===== config.mk =====
export PLATFORM = sky130hd
export DESIGN_NAME = apb_irq_aggregator
export DESIGN_NICKNAME = d
export VERILOG_FILES = /design/src/rtl/ictl_pkg.sv /design/src/rtl/ictl_sync.sv /design/src/rtl/ictl_regbank.sv /design/src/rtl/ictl_combine.sv /design/src/rtl/apb_irq_aggregator.sv
export SDC_FILE = /design/constraint.sdc
export NUM_CORES = 1
export LEC_CHECK = 0
export ABC_AREA = 1
export BUFFER_PORTS_ARGS = -buffer_cell sky130_fd_sc_hd__buf_2
export CELL_PAD_IN_SITES_DETAIL_PLACEMENT = 1
export CELL_PAD_IN_SITES_GLOBAL_PLACEMENT = 2
export CORE_ASPECT_RATIO = 1.5
export CORE_MARGIN = 2
export CORE_UTILIZATION = 34
export CTS_BUF_LIST = sky130_fd_sc_hd__clkbuf_4 sky130_fd_sc_hd__clkbuf_8
export CTS_CLUSTER_DIAMETER = 60
export DETAILED_ROUTE_END_ITERATION = 10
export PLACE_DENSITY_LB_ADDON = 0.1
export SLEW_MARGIN = 20
export SYNTH_ARGS = -nofsm -noshare
export SYNTH_HDL_FRONTEND = slang
export SYNTH_SLANG_ARGS = --single-unit

===== constraint.sdc =====
create_clock -name clk -period 1.7 [get_ports clk]
set_input_delay 0.255 -clock clk [delete_from_list [all_inputs] [get_ports clk]]
set_output_delay 0.255 -clock clk [all_outputs]
set_load 0.01 [all_outputs]

===== src/rtl/ictl_pkg.sv =====
package ictl_pkg;

    localparam int REG_W  = 32;
    localparam int ADDR_W = 12;
    localparam int MAX_SRC = 64;

    localparam logic [ADDR_W-1:0] OFF_EN_LO = 12'h000;
    localparam logic [ADDR_W-1:0] OFF_EN_HI = 12'h004;
    localparam logic [ADDR_W-1:0] OFF_MK_LO = 12'h008;
    localparam logic [ADDR_W-1:0] OFF_MK_HI = 12'h00C;
    localparam logic [ADDR_W-1:0] OFF_ST_LO = 12'h030;
    localparam logic [ADDR_W-1:0] OFF_ST_HI = 12'h034;

    typedef enum logic [2:0] {
        SEL_NONE,
        SEL_EN_LO,
        SEL_EN_HI,
        SEL_MK_LO,
        SEL_MK_HI,
        SEL_ST_LO,
        SEL_ST_HI
    } reg_sel_e;

    typedef struct packed {
        logic     wr;
        reg_sel_e sel;
    } bus_req_t;

    function automatic reg_sel_e decode_addr(input logic [ADDR_W-1:0] a);
        case (a)
            OFF_EN_LO: return SEL_EN_LO;
            OFF_EN_HI: return SEL_EN_HI;
            OFF_MK_LO: return SEL_MK_LO;
            OFF_MK_HI: return SEL_MK_HI;
            OFF_ST_LO: return SEL_ST_LO;
            OFF_ST_HI: return SEL_ST_HI;
            default:   return SEL_NONE;
        endcase
    endfunction

    // Bits of one 32-bit bank that correspond to built lines
    function automatic logic [REG_W-1:0] bank_impl(input int n, input int bank);
        logic [REG_W-1:0] r;
        for (int b = 0; b < REG_W; b++) r[b] = ((bank * REG_W + b) < n);
        return r;
    endfunction

endpackage


===== src/rtl/ictl_sync.sv =====
module ictl_sync #(
    parameter int W = 2
) (
    input  logic         clk,
    input  logic         rst,
    input  logic [W-1:0] d,
    output logic [W-1:0] q
);
    logic [W-1:0] stage1;

    always_ff @(posedge clk) begin
        if (rst) begin
            stage1 <= '0;
            q      <= '0;
        end else begin
            stage1 <= d;
            q      <= stage1;
        end
    end
endmodule


===== src/rtl/ictl_regbank.sv =====
module ictl_regbank
    import ictl_pkg::*;
#(
    parameter int NUM_SRC = 64
) (
    input  logic               clk,
    input  logic               rst,
    input  bus_req_t           req,
    input  logic [REG_W-1:0]   wdata,
    output logic [NUM_SRC-1:0] enable,
    output logic [NUM_SRC-1:0] mask
);
    // One flop pair per built line; unbuilt lines have no storage at all
    for (genvar i = 0; i < NUM_SRC; i++) begin : g_line
        localparam int BANK = i / REG_W;
        localparam int BITN = i % REG_W;
        localparam reg_sel_e EN_SEL = (BANK == 0) ? SEL_EN_LO : SEL_EN_HI;
        localparam reg_sel_e MK_SEL = (BANK == 0) ? SEL_MK_LO : SEL_MK_HI;

        always_ff @(posedge clk) begin
            if (rst) begin
                enable[i] <= 1'b0;
                mask[i]   <= 1'b0;
            end else if (req.wr) begin
                if (req.sel == EN_SEL) enable[i] <= wdata[BITN];
                if (req.sel == MK_SEL) mask[i]   <= wdata[BITN];
            end
        end
    end
endmodule


===== src/rtl/ictl_combine.sv =====
module ictl_combine #(
    parameter int NUM_SRC = 64
) (
    input  logic               clk,
    input  logic               rst,
    input  logic [NUM_SRC-1:0] line,
    input  logic [NUM_SRC-1:0] enable,
    input  logic [NUM_SRC-1:0] mask,
    output logic [NUM_SRC-1:0] status,
    output logic               irq
);
    assign status = line & enable & ~mask;

    always_ff @(posedge clk) begin
        if (rst) irq <= 1'b0;
        else     irq <= |status;
    end
endmodule


===== src/rtl/apb_irq_aggregator.sv =====
module apb_irq_aggregator
    import ictl_pkg::*;
#(
    parameter int NUM_SRC = 64
) (
    input  logic                 clk,
    input  logic                 rst,
    input  logic                 psel,
    input  logic                 penable,
    input  logic                 pwrite,
    input  logic [ADDR_W-1:0]    paddr,
    input  logic [REG_W-1:0]     pwdata,
    output logic [REG_W-1:0]     prdata,
    output logic                 pready,
    output logic                 pslverr,
    input  logic [NUM_SRC-1:0]   src_i,
    output logic                 irq_o
);
    localparam int PAD = MAX_SRC - NUM_SRC;

    bus_req_t           req;
    logic [NUM_SRC-1:0] src_sync;
    logic [NUM_SRC-1:0] en_q;
    logic [NUM_SRC-1:0] mk_q;
    logic [NUM_SRC-1:0] status;
    logic [MAX_SRC-1:0] en_w, mk_w, st_w;

    assign req.sel = decode_addr(paddr);
    assign req.wr  = psel & penable & pwrite;

    ictl_sync #(.W(NUM_SRC)) u_sync (
        .clk (clk),
        .rst (rst),
        .d   (src_i),
        .q   (src_sync)
    );

    ictl_regbank #(.NUM_SRC(NUM_SRC)) u_regs (
        .clk    (clk),
        .rst    (rst),
        .req    (req),
        .wdata  (pwdata),
        .enable (en_q),
        .mask   (mk_q)
    );

    ictl_combine #(.NUM_SRC(NUM_SRC)) u_comb (
        .clk    (clk),
        .rst    (rst),
        .line   (src_sync),
        .enable (en_q),
        .mask   (mk_q),
        .status (status),
        .irq    (irq_o)
    );

    // Zero-extend to the full 64-line view
    if (PAD > 0) begin : g_pad
        assign en_w = {{PAD{1'b0}}, en_q};
        assign mk_w = {{PAD{1'b0}}, mk_q};
        assign st_w = {{PAD{1'b0}}, status};
    end else begin : g_nopad
        assign en_w = en_q;
        assign mk_w = mk_q;
        assign st_w = status;
    end

    always_comb begin
        prdata = '0;
        if (psel && !pwrite) begin
            case (req.sel)
                SEL_EN_LO: prdata = en_w[REG_W-1:0];
                SEL_EN_HI: prdata = en_w[MAX_SRC-1:REG_W];
                SEL_MK_LO: prdata = mk_w[REG_W-1:0];
                SEL_MK_HI: prdata = mk_w[MAX_SRC-1:REG_W];
                SEL_ST_LO: prdata = st_w[REG_W-1:0];
                SEL_ST_HI: prdata = st_w[MAX_SRC-1:REG_W];
                default:   prdata = '0;
            endcase
        end
    end

    assign pready  = 1'b1;
    assign pslverr = 1'b0;
endmodule


======== Yosys cells after proc, flatten, opt, wreduce, memory -nomap -nowiden ========
Cells that the tools add are included.
operators by class
  equality and inequality tests ........... 11
  multiplexer cells ....................... 3
  bitwise gates (word level) .............. 5
  reduce and logical (&&, ||, !) cells .... 8
operators by type and width
  kind                   number
  $pmux W32 S6           1
  $and A64 B64 Y64       2
  $not A64 Y64           1
  $reduce_or A64 Y1      1
  $mux W32               1
  $eq A12 B4 Y1 const B  2
  $eq A12 B6 Y1 const B  2
  $pmux W3 S6            1
  $eq A12 B3 Y1 const B  1
  $logic_not A12 Y1      1
  $eq A3 B3 Y1 const B   3
  $reduce_and A2 Y1      4
  $eq A3 B2 Y1 const B   2
  $eq A3 B1 Y1 const B   1
  $and A1 B1 Y1          2
  $logic_and A1 B1 Y1    1
  $logic_not A1 Y1       1
word-level totals
  register bits ........................... 257
  output and inout bits ................... 35
  word-level logic and storage cells ...... 158

======== Longest topological paths before layout ========
Gate-level depths: netlist of the first run.
  word-level depth ........................ 5
  depth in mapped cells ................... 11
  mapped depth without buffers ............ 9

======== Modules after synthesis ========
From an unflattened synthesis of the first run, not the netlist that was laid out.
second synthesis, totals
  cell total of the unflattened synthesis .. 1870
  area, all modules ....................... 12140.4 um^2
by module, submodules not included
  module              instances  cells each  area each (um^2)  sequential area each (um^2)
  ictl_regbank        1          745         5129.9            2562.5
  ictl_sync           1          398         3677.3            2562.5
  apb_irq_aggregator  1          473         2142.1            0.0
  ictl_combine        1          254         1191.1            20.0

======== Worst setup path before layout of the first run ========
No wires, ideal clock.
  kind .................................... input-to-output
  start ................................... input paddr[7]
  end ..................................... output prdata[18]
  arrival time ............................ 1413 ps
  data required time ...................... 1445 ps
  slack ................................... 32 ps
  cell stages on the path ................. 9
  path buffers ............................ 2
  cell sequence ........................... nor2_1 nand2_2 nor2_4 buf_6 nand4_4 buf_6 o22ai_1 nor2_1 nor2_1
between the ends
  cells in the longest elaborated chain, start to end .. 5
  elaborated cells on any way between the ends .. 15
RTL lines
  item                                         RTL line                  RTL
  start, declared                              apb_irq_aggregator.sv:11  input logic [ADDR_W-1:0] paddr,
  $eq A12 B6 Y1, or another cell as far along  ictl_pkg.sv:30            case (a)
  $pmux W3 S6 (*)                              ictl_pkg.sv:30
  $eq A3 B3 Y1, or another cell as far along   apb_irq_aggregator.sv:71  case (req.sel)
  $pmux W32 S6 (*)                             apb_irq_aggregator.sv:71
  $mux W32 (*)                                 apb_irq_aggregator.sv:70  if (psel && !pwrite) begin
  end, declared                                apb_irq_aggregator.sv:13  output logic [REG_W-1:0] prdata,
Mark *: on every way between the ends. The rest lies on a longest branch, timed or not.

======== Worst setup path after layout of the first run ========
  start ................................... input paddr[9]
  end ..................................... output prdata[20]
The elaborated chain is that of the path after synthesis.

==> reports/metrics.cfg, run 1 <==
[detailed_routing]
route.detailed.drc = 0
postRouteAntennaNets = 0
vias = 10327
routed_wl_um = 37500
drt_pass1_iterations = 4
dr.first_iter.drc_count = 328
wire_per_inst_um = 17.0
viasPerCell = 4.67

[sta]
fin_ws_ns = -0.369
fin_skew_ns = 0.00938
slew_violations = 0
hold_violations = 0
fmax_mhz = 483
period_minus_slack_ns = 2.07
period_share_pct = 122
setup_viol = 32
rsz0062_at_grt = yes

[die]
dieArea_um2 = 33000
fp.dieW_um = 149
rows = 79
ioPinCount = 148
die_h_um = 222
fp.coreArea_um2 = 31000
initial_core_util_pct = 34.6

[final_layout]
diodes = 0
final_common_cell = inv_1
syn2layout_area_growth_pct = 40.8
layout.nets = 1890
mostFrequentLayoutCells = 291 x inv_1, 241 x dfxtp_1, 180 x nor2_1
drive_gt1_share_pct = 28.2
layoutNonFillerInstCount = 2211

[placement]
place_inst = 2032
hpwl_um = 25500
io_buffers = 145
place_congestion = 0.821

[synth]
synth-xor-area-share_pct = 0
synthCells = 1482
ys_warn_count = 0
synthesis.area_um2 = 10700
ys_seq_elements = 257
synthAdderAreaFrac_pct = 0
syn_avg_cell_area_um2 = 7.24
yosys.area_share.simple_pct = 21.8
synth_cell_types = 34
ys_seq_area_share_pct = 47.9
yosys.area.top_type = dfxtp_1
synth_area_leaders = dfxtp_1 48%, inv_1 11%, nor2_1 7.5%
muxShareOfSynthArea_pct = 0
synth_top_family_by_area = simple AND/OR/NAND/NOR gates
netlist.area_leader.share_pct = 47.9
synth_compound_area_share_pct = 15.5
synth_nets = 1595

[outcome]
status = finished with violations
violations = setup timing

[pwr]
p_comb_share_pct = 6.5
vdd_ir_drop_max_uv = 541
intPower_w = 0.00964
power_leakage_nw = 6.87
clockPowerShare_pct = 44.3
p_sw_share_pct = 23.7
powerDensity_nw_per_um2 = 835
p_seq_share_pct = 49.3
power.total_w = 0.0126
p_switching_w = 0.00299

[clock_network]
cts_max_path_buffers = 3
clkSlewWorstSetupHoldPaths_ns = 0.05
clock_latency_ns = 0.56
cts_sinks = 257
cts_tree = built
cts-buffers-inserted = 42
clock-root-buffer = clkbuf_8
htree_levels = 2

[setup_path]
cp_top_family = simple AND/OR/NAND/NOR gates
crit_path_top_delay_cell = nor2_4
max_stage_delay_ns = 0.24
path_buf_inv = 4
crit_type = in2out
cp_data_arrival_time_ns = 1.81
reg2reg_from = u_regs.enable[34]$_SDFFE_PP0P_
rr_endpoint = u_comb.irq$_SDFF_PP0_
r2r_slack_ns = 0.18
cp_max_fo = 11
cp_cell_sequence = buf_6, nor2_4, nand2_8, nor2_4, buf_6, nand4_4, buf_12, o22ai_1, nor2_1, nor2_1, buf_2
r2r_cells = 9
endpoint_kind = primary output
start_kind = input port
cp_data_required_time_ns = 1.44

[min_path]
hp-class = in2reg
hold_start = pwdata[5]
hold_path_depth = 3
min_to = u_regs.mask[5]$_SDFFE_PP0P_

[global_route]
grt_max_degree = 73
antenna_found_initial = 0
first_global_vias = 10890
grt_pass1_wl_um = 58500
grt_remaining_overflow = 0
grt.total_usage_pct = 22.8

[flow_run]
maxCapViolCount = 0

-- worst max-delay path by stage --
stage	startpoint	cells past startpoint	slack, ns	to
4_1_cts	paddr[8]	12	-0.35	prdata[22]
2_1_floorplan	paddr[7]	9	0.03	prdata[18]
5_1_grt	paddr[9]	12	-0.44	prdata[20]
6_report	paddr[9]	11	-0.37	prdata[20]
3_3_place_gp	paddr[11]	10	-0.45	prdata[15]
3_5_place_dp	paddr[11]	10	-0.49	prdata[23]
-- worst min-delay path, delay by kind of cell --
family	cells	cell delay (ns)
buffers and inverters	1	0.12
AOI/OAI and AO/OA	2	0.17
-- logic make-up after synthesis --
group,count (synthesis)
AOI/OAI and AO/OA,318
and+or+nand+nor,520
other,2
DFF,257
buffers and inverters,385
-- repair_timing --
| action | in CTS | in global routing |
|---|---|---|
| setup buffers | 10 | 9 |
| hold buffers | 87 | 0 |
| setup endpoints to repair | 32 | 32 |
| gates resized for setup | 128 | 129 |
| pin swaps | 29 | 46 |
| gates cloned | 1 | 1 |
| hold endpoints to repair | 103 | 0 |
-- power by group through the flow --
stage	sequential (W)	clock [W]	combinational (W)
floorplan	0.00632	0	0.000286
detailed placement	0.00635	0	0.000615
global route	0.00623	0.00602	0.000915
finish	0.00622	0.00559	0.000816
CTS	0.00622	0.00578	0.000794
global placement	0.00635	0	0.000606
-- stage by stage --
| stage | cell area, um^2 | worst slack [ns] | setup TNS [ns] | hold WS, ns | utilization, % |
|---|---|---|---|---|---|
| floorplan | 10700 | 0.0324 | 0 | 0.362 | - |
| global placement | 12300 | -0.445 | -31.83 | 0.391 | 39.8 |
| detailed placement | 12300 | -0.492 | -38.91 | 0.396 | 39.8 |
| CTS | 14600 | -0.345 | -8.73 | 0.00551 | 47.1 |
| global route | 15100 | -0.437 | -11.93 | 0.0241 | 48.7 |
| finish | 15100 | -0.369 | -8.74 | 0.0350 | 48.7 |
-- sequential cells by signal, summed over array words and instances, names as in the netlist --
register       cells
u_regs.enable     64
u_regs.mask       64
u_sync.q          64
u_sync.stage1     64
u_comb.irq         1
-- cell usage after synthesis (all sizes together) --
cell    number
and3         1
conb         2
nand3b       8
dfxtp      257
buf         37
inv        312
nor3         8
a21oi      143
nand4        6
nand2      147
nand3      124
clkinv       1
nor2       219
o22ai       25
clkbuf      35
o21ai      150
or2          7
-- final cells by class --
class,instances,area [um^2]
flip-flops and latches,257,5170
repair buffers,322,2660
clock inverters,6,32.5
inverters,313,1210
multi-input cells,840,4700
clock buffers,67,828
repair inverters,1,8.76
fillers,3880,15900
well taps,405,507
-- per-layer routing --
| layer | vias up | track usage [%] | part of all wire [%] |
|---|---|---|---|
| met5 | - | 0 | 0 |
| met4 | 0 | 6.73 | 2.5 |
| met3 | 62 | 3.68 | 4.2 |
| met2 | 196 | 40.5 | 50 |
| met1 | 4874 | 28.1 | 43 |
| li1 | 5195 | - | - |
No activity file was read; power rests on OpenSTA's default activity.
==> run 2: changes to the inputs <==
--- a/config.mk
+++ b/config.mk
@@ -15,7 +15,7 @@
 export CTS_BUF_LIST = sky130_fd_sc_hd__clkbuf_4 sky130_fd_sc_hd__clkbuf_8
 export CTS_CLUSTER_DIAMETER = 60
 export DETAILED_ROUTE_END_ITERATION = 10
-export PLACE_DENSITY_LB_ADDON = 0.1
+export PLACE_DENSITY = 0.9
 export SLEW_MARGIN = 20
 export SYNTH_ARGS = -nofsm -noshare
 export SYNTH_HDL_FRONTEND = slang
==> reports/metrics.cfg, run 2 (synthesis results as in run 1) <==
[global_route]
grt_pass1_wl_um = 58700  ; +0.31%
grt.total_usage_pct = 22.7  ; -0.13 points
grt_max_degree = 108  ; +48%
first_global_vias = 11264  ; +3.4%
grt_remaining_overflow = 0  ; unchanged
antenna_found_initial = 1  ; +1

[pwr]
powerDensity_nw_per_um2 = 825  ; -1.3%
power_leakage_nw = 6.63  ; -3.5%
power.total_w = 0.0125  ; -1.3%
vdd_ir_drop_max_uv = 504  ; -6.7%

[clock_network]
htree_levels = 2  ; unchanged
clock-root-buffer = clkbuf_8
cts_sinks = 257  ; unchanged
cts_tree = built
cts_max_path_buffers = 3  ; unchanged
clock_latency_ns = 0.57  ; about the same
clkSlewWorstSetupHoldPaths_ns = 0.06  ; about the same
cts-buffers-inserted = 40  ; -4.8%

[final_layout]
drive_gt1_share_pct = 26.9  ; -1.3 points
post-route-util_pct = 48.7  ; about the same
layoutNonFillerInstCount = 2215  ; +0.18%
mostFrequentLayoutCells = 292 x inv_1, 247 x dfxtp_1, 188 x nor2_1
diodes = 0  ; unchanged
multi_input_area_um2 = 4610  ; -1.8%
regArea_um2 = 5160  ; -0.24%
layout.nets = 1898  ; +0.42%
syn2layout_area_growth_pct = 40.8  ; about the same
final_common_cell = inv_1
num-fill-cells = 3857  ; -0.59%

[min_path]
hp-class = in2reg

[detailed_routing]
viasPerCell = 4.83  ; +3.4%
vias = 10694  ; +3.6%
postRouteAntennaNets = 0  ; unchanged
drt_pass1_iterations = 5  ; +1
route.detailed.drc = 0  ; unchanged
routed_wl_um = 37800  ; +0.59%
dr.first_iter.drc_count = 487  ; +48%
wire_per_inst_um = 17.0  ; +0.41%

[setup_path]
cp_cell_sequence = buf_2, nor2_4, nand2_8, nor2_4, buf_12, nand4_4, buf_6, o22ai_4, nor2_2, nor2_1, buf_2
crit_type = in2out
cp_data_required_time_ns = 1.44  ; about the same
max_stage_delay_ns = 0.24  ; about the same
crit_path_top_delay_cell = buf_6
cp_max_fo = 5  ; -6
start_kind = input port
cp_data_arrival_time_ns = 1.78  ; -0.03 ns
endpoint_kind = primary output

[sta]
rsz0062_at_grt = yes
fmax_mhz = 490  ; +1.4%
fin_setup_tns_ns = -9.00  ; -0.269 ns
period_minus_slack_ns = 2.04  ; -0.0292 ns
hold_violations = 0  ; unchanged
slew-limit-headroom_pct = 66.0
worst_slew_pin_slew_ns = 0.510
slew_violations = 0  ; unchanged
setup_viol = 32  ; unchanged
fin_skew_ns = 0.0352  ; +0.0258 ns
fin_ws_ns = -0.340  ; +0.0292 ns
period_share_pct = 120  ; -1.7 points

[placement]
place_congestion = 0.860  ; +4.8%
dp_slack_ns = -0.594  ; -0.102 ns
io_buffers = 145  ; unchanged
hpwl_um = 25400  ; -0.56%
place_inst = 2038  ; +0.30%

[flow_run]
maxCapViolCount = 0  ; unchanged

[die]
die_h_um = 222  ; unchanged
initial_core_util_pct = 34.6  ; unchanged
fp.dieW_um = 149  ; unchanged
dieArea_um2 = 33000  ; unchanged
fp.coreArea_um2 = 31000  ; unchanged
ioPinCount = 148  ; unchanged
rows = 79  ; unchanged

[outcome]
status = finished with violations
violations = setup timing

==> run 2: repair_timing <==
action                     in CTS  in global routing
pin swaps                      35                 35
cloned                          3                  0
gates resized for setup       133                 91
setup endpoints to repair      33                 33
hold buffers                   82                  0
hold endpoints to repair       83                  0
buffers inserted               17                  9
==> run 2: stage by stage <==
step           area [um^2]  hold WS, ns
6_report             15100      0.00981
5_1_grt              15100       0.0192
4_1_cts              14700     0.000616
3_5_place_dp         12400        0.397
3_3_place_gp         12400        0.391
2_1_floorplan        10700        0.362
==> run 2: area by class of cell <==
class                      count  share of cell area [%]
sequential                   257                    34.1
multi-input combinational    841                    30.5
timing repair buffer         332                    18.6
inverter                     313                    7.87
clock buffer                  66                    5.47
tap                          405                    3.35
clock inverter                 1                  0.0331
==> run 2: final timing paths <==
kind / start / end / slack (ns) / cells past startpoint
setup / recovery: paddr[5] / prdata[18] / -0.34 / 11
hold reg to reg: u_sync.stage1[32]$_SDFF_PP0_ / u_sync.q[32]$_SDFF_PP0_ / 0.39 / 2
hold / removal: pwdata[4] / u_regs.mask[4]$_SDFFE_PP0P_ / 0.01 / 3
setup reg to reg: u_regs.mask[35]$_SDFFE_PP0P_ / u_comb.irq$_SDFF_PP0_ / 0.13 / 9
==> run 2: where the power goes <==
part / internal [W] / switching [W]
sequential: 0.00617 / 0.0000624
clock: 0.00304 / 0.00238
combinational: 0.000387 / 0.000420
total: 0.00960 / 0.00287
==> run 2: layer usage <==
metal,vias up,share of wire [%],global-route usage [%]
met1,5170,40,25.6
li1,5209,-,-
met3,79,3.9,3.54
met4,2,3.7,9.65
met2,234,53,41.6
met5,-,0.029,0
==> run 2: worst max-delay path, delay by kind of cell <==
kind	cells	cell delay [ns]
simple gates	6	0.76
compound gates	1	0.11
buf+inv	4	0.65
==> run 3: changes to the inputs <==
--- a/config.mk
+++ b/config.mk
@@ -11,11 +11,11 @@
 export CELL_PAD_IN_SITES_GLOBAL_PLACEMENT = 2
 export CORE_ASPECT_RATIO = 1.5
 export CORE_MARGIN = 2
-export CORE_UTILIZATION = 34
+export CORE_UTILIZATION = 35
 export CTS_BUF_LIST = sky130_fd_sc_hd__clkbuf_4 sky130_fd_sc_hd__clkbuf_8
 export CTS_CLUSTER_DIAMETER = 60
 export DETAILED_ROUTE_END_ITERATION = 10
-export PLACE_DENSITY = 0.9
+export PLACE_DENSITY = 0.92
 export SLEW_MARGIN = 20
 export SYNTH_ARGS = -nofsm -noshare
 export SYNTH_HDL_FRONTEND = slang
==> constraint.sdc (replaced) <==
create_clock -name clk -period 2.39 [get_ports clk]
set_input_delay 0.3585 -clock clk [delete_from_list [all_inputs] [get_ports clk]]
set_output_delay 0.3585 -clock clk [all_outputs]
set_load 0.01 [all_outputs]
==> reports/metrics.cfg, run 3 (synthesis results as in run 1) <==
[placement]
dp_slack_ns = -0.167  ; +0.427 ns
place_area_um2 = 12100  ; -2.2%
place_congestion = 0.852  ; -0.99%
io_buffers = 145  ; unchanged
hpwl_um = 24500  ; -3.4%

[final_layout]
syn2layout_area_growth_pct = 29.2
mostFrequentLayoutCells = 305 x inv_1, 257 x dfxtp_1, 210 x nor2_1
regArea_um2 = 5140  ; -0.24%
final_cell_area_um2 = 13900  ; -8.3%
num-fill-cells = 3847  ; -0.26%
final_common_cell = inv_1
post-route-util_pct = 45.8  ; -2.9 points
drive_gt1_share_pct = 19.2  ; -7.7 points
multi_input_area_um2 = 4090  ; -11%
layout.nets = 1836  ; -3.3%

[die]
die_h_um = 218  ; -1.4%
rows = 78  ; -1.3%
dieArea_um2 = 32100  ; -2.8%
fp.coreArea_um2 = 30300  ; -2.5%
initial_core_util_pct = 35.5  ; +0.90 points
ioPinCount = 148  ; unchanged
fp.dieW_um = 147  ; -1.4%

[detailed_routing]
postRouteAntennaNets = 0  ; unchanged
vias = 10279  ; -3.9%
route.detailed.drc = 0  ; unchanged
drt_pass1_iterations = 4  ; -1
dr.first_iter.drc_count = 424  ; -13%
wire_per_inst_um = 16.4  ; -3.8%
routed_wl_um = 35400  ; -6.2%
viasPerCell = 4.76  ; -1.4%

[pwr]
vdd_ir_drop_max_uv = 336  ; -33%
powerDensity_nw_per_um2 = 673  ; -18%
power.total_w = 0.00932  ; -25%
power_leakage_nw = 6.24  ; -6.0%

[setup_path]
cp_max_fo = 7  ; +2
path_buf_inv = 5  ; +1
cp_data_required_time_ns = 2.03  ; +0.59 ns
start_kind = input port
crit_path_frequent_cell = buf_2
cp_data_arrival_time_ns = 1.94  ; +0.16 ns
cp_top_family = buffers and inverters
crit_type = in2out
crit_path_top_delay_cell = a21oi_4
cp_cell_sequence = buf_2, nor2_8, nand3_2, inv_2, nand4_1, buf_12, o21ai_0, inv_1, a21oi_4, buf_2
max_stage_delay_ns = 0.22  ; -0.02 ns
endpoint_kind = primary output

[sta]
slew_violations = 0  ; unchanged
worst_slew_pin_slew_ns = 0.695  ; +0.185 ns
fmax_mhz = 436
fin_setup_tns_ns = 0  ; +9.00 ns
slew-limit-headroom_pct = 53.7  ; -12 points
hold_violations = 0  ; unchanged
setup_viol = 0  ; -100%
period_share_pct = 96.0
fin_ws_ns = 0.0959  ; +0.436 ns
fin_skew_ns = 0.0177  ; -0.0175 ns
period_minus_slack_ns = 2.29

[clock_network]
htree_levels = 2  ; unchanged
cts_tree = built
cts_sinks = 257  ; unchanged
cts-buffers-inserted = 42  ; +5.0%
clock_latency_ns = 0.58  ; about the same
cts_max_path_buffers = 3  ; unchanged
clock-root-buffer = clkbuf_8
clkSlewWorstSetupHoldPaths_ns = 0.06  ; about the same

[min_path]
hp-class = in2reg

[outcome]
status = complete, no violations

[global_route]
first_global_vias = 10742  ; -4.6%
grt.total_usage_pct = 22.2  ; -0.50 points
grt_remaining_overflow = 0  ; unchanged
grt_max_degree = 145  ; +34%
antenna_found_initial = 4  ; +3
grt_pass1_wl_um = 56000  ; -4.6%

[flow_run]
maxCapViolCount = 0  ; unchanged

run 3: changes by cell type in the layout (fill, tap and decap cells not counted), moves of 19 or more:
cell,change
dlygate4sd3_1,-21
nor2_1,+22
o21ai_0,+25
buf_6,-30
nand3_1,+20
nor2_2,-19
run 3: path summary, 6_finish.rpt:
kind	from	end	slack [ns]	cells past startpoint
worst max-delay path	paddr[1]	prdata[9]	0.1	10
worst min-delay path	src_i[28]	u_sync.stage1[28]$_SDFF_PP0_	0.03	3
worst max register to register	u_regs.enable[34]$_SDFFE_PP0P_	u_comb.irq$_SDFF_PP0_	0.61	8
worst min register to register	u_sync.stage1[1]$_SDFF_PP0_	u_sync.q[1]$_SDFF_PP0_	0.39	2
run 3: final cells by class:
cell class,instances,share of cell area (%)
sequential,257,37.1
antenna,2,0.0361
inverter,313,8.51
timing repair buffer,269,14.1
clock inverter,9,0.767
multi-input combinational,840,29.5
tap,400,3.61
clock buffer,69,6.35
run 3: through the flow:
stage          hold slack, ns  cells
6_report               0.0297   2159
5_1_grt               0.00854   2159
4_1_cts               0.00287   2155
3_5_place_dp            0.395   2013
3_3_place_gp            0.392   2013
2_1_floorplan           0.388   1482
run 3: worst register-to-register path: stages (launching register included):
cell,delay [ns]
dfxtp_1,0.33
nand2_1,0.06
nor2_1,0.04
nor2_1,0.25
nand3_1,0.12
nor3_1,0.41
nand2_1,0.15
nor2_1,0.16
nor2_1,0.09
run 3: routing by layer:
metal	vias up	wire, um	global-route usage, %
met5	-	20	0
met4	4	1180	9.52
met3	79	1500	3.92
met2	206	17900	40.1
met1	4895	14800	25.6
li1	5095	-	-
run 3: repair_timing:
| item | 4_1_cts | 5_1_grt |
|---|---|---|
| hold endpoints to repair | 61 | 0 |
| hold buffers | 61 | 0 |
| resized for setup | 4 | 20 |
| setup buffers | 3 | 2 |
| pin swaps | 1 | 4 |
| endpoints found under the setup margin | 27 | 31 |
run 3: power by group:
group	internal, W	switching (W)
sequential	0.00439	0.0000392
clock	0.00257	0.00184
combinational	0.000220	0.000276
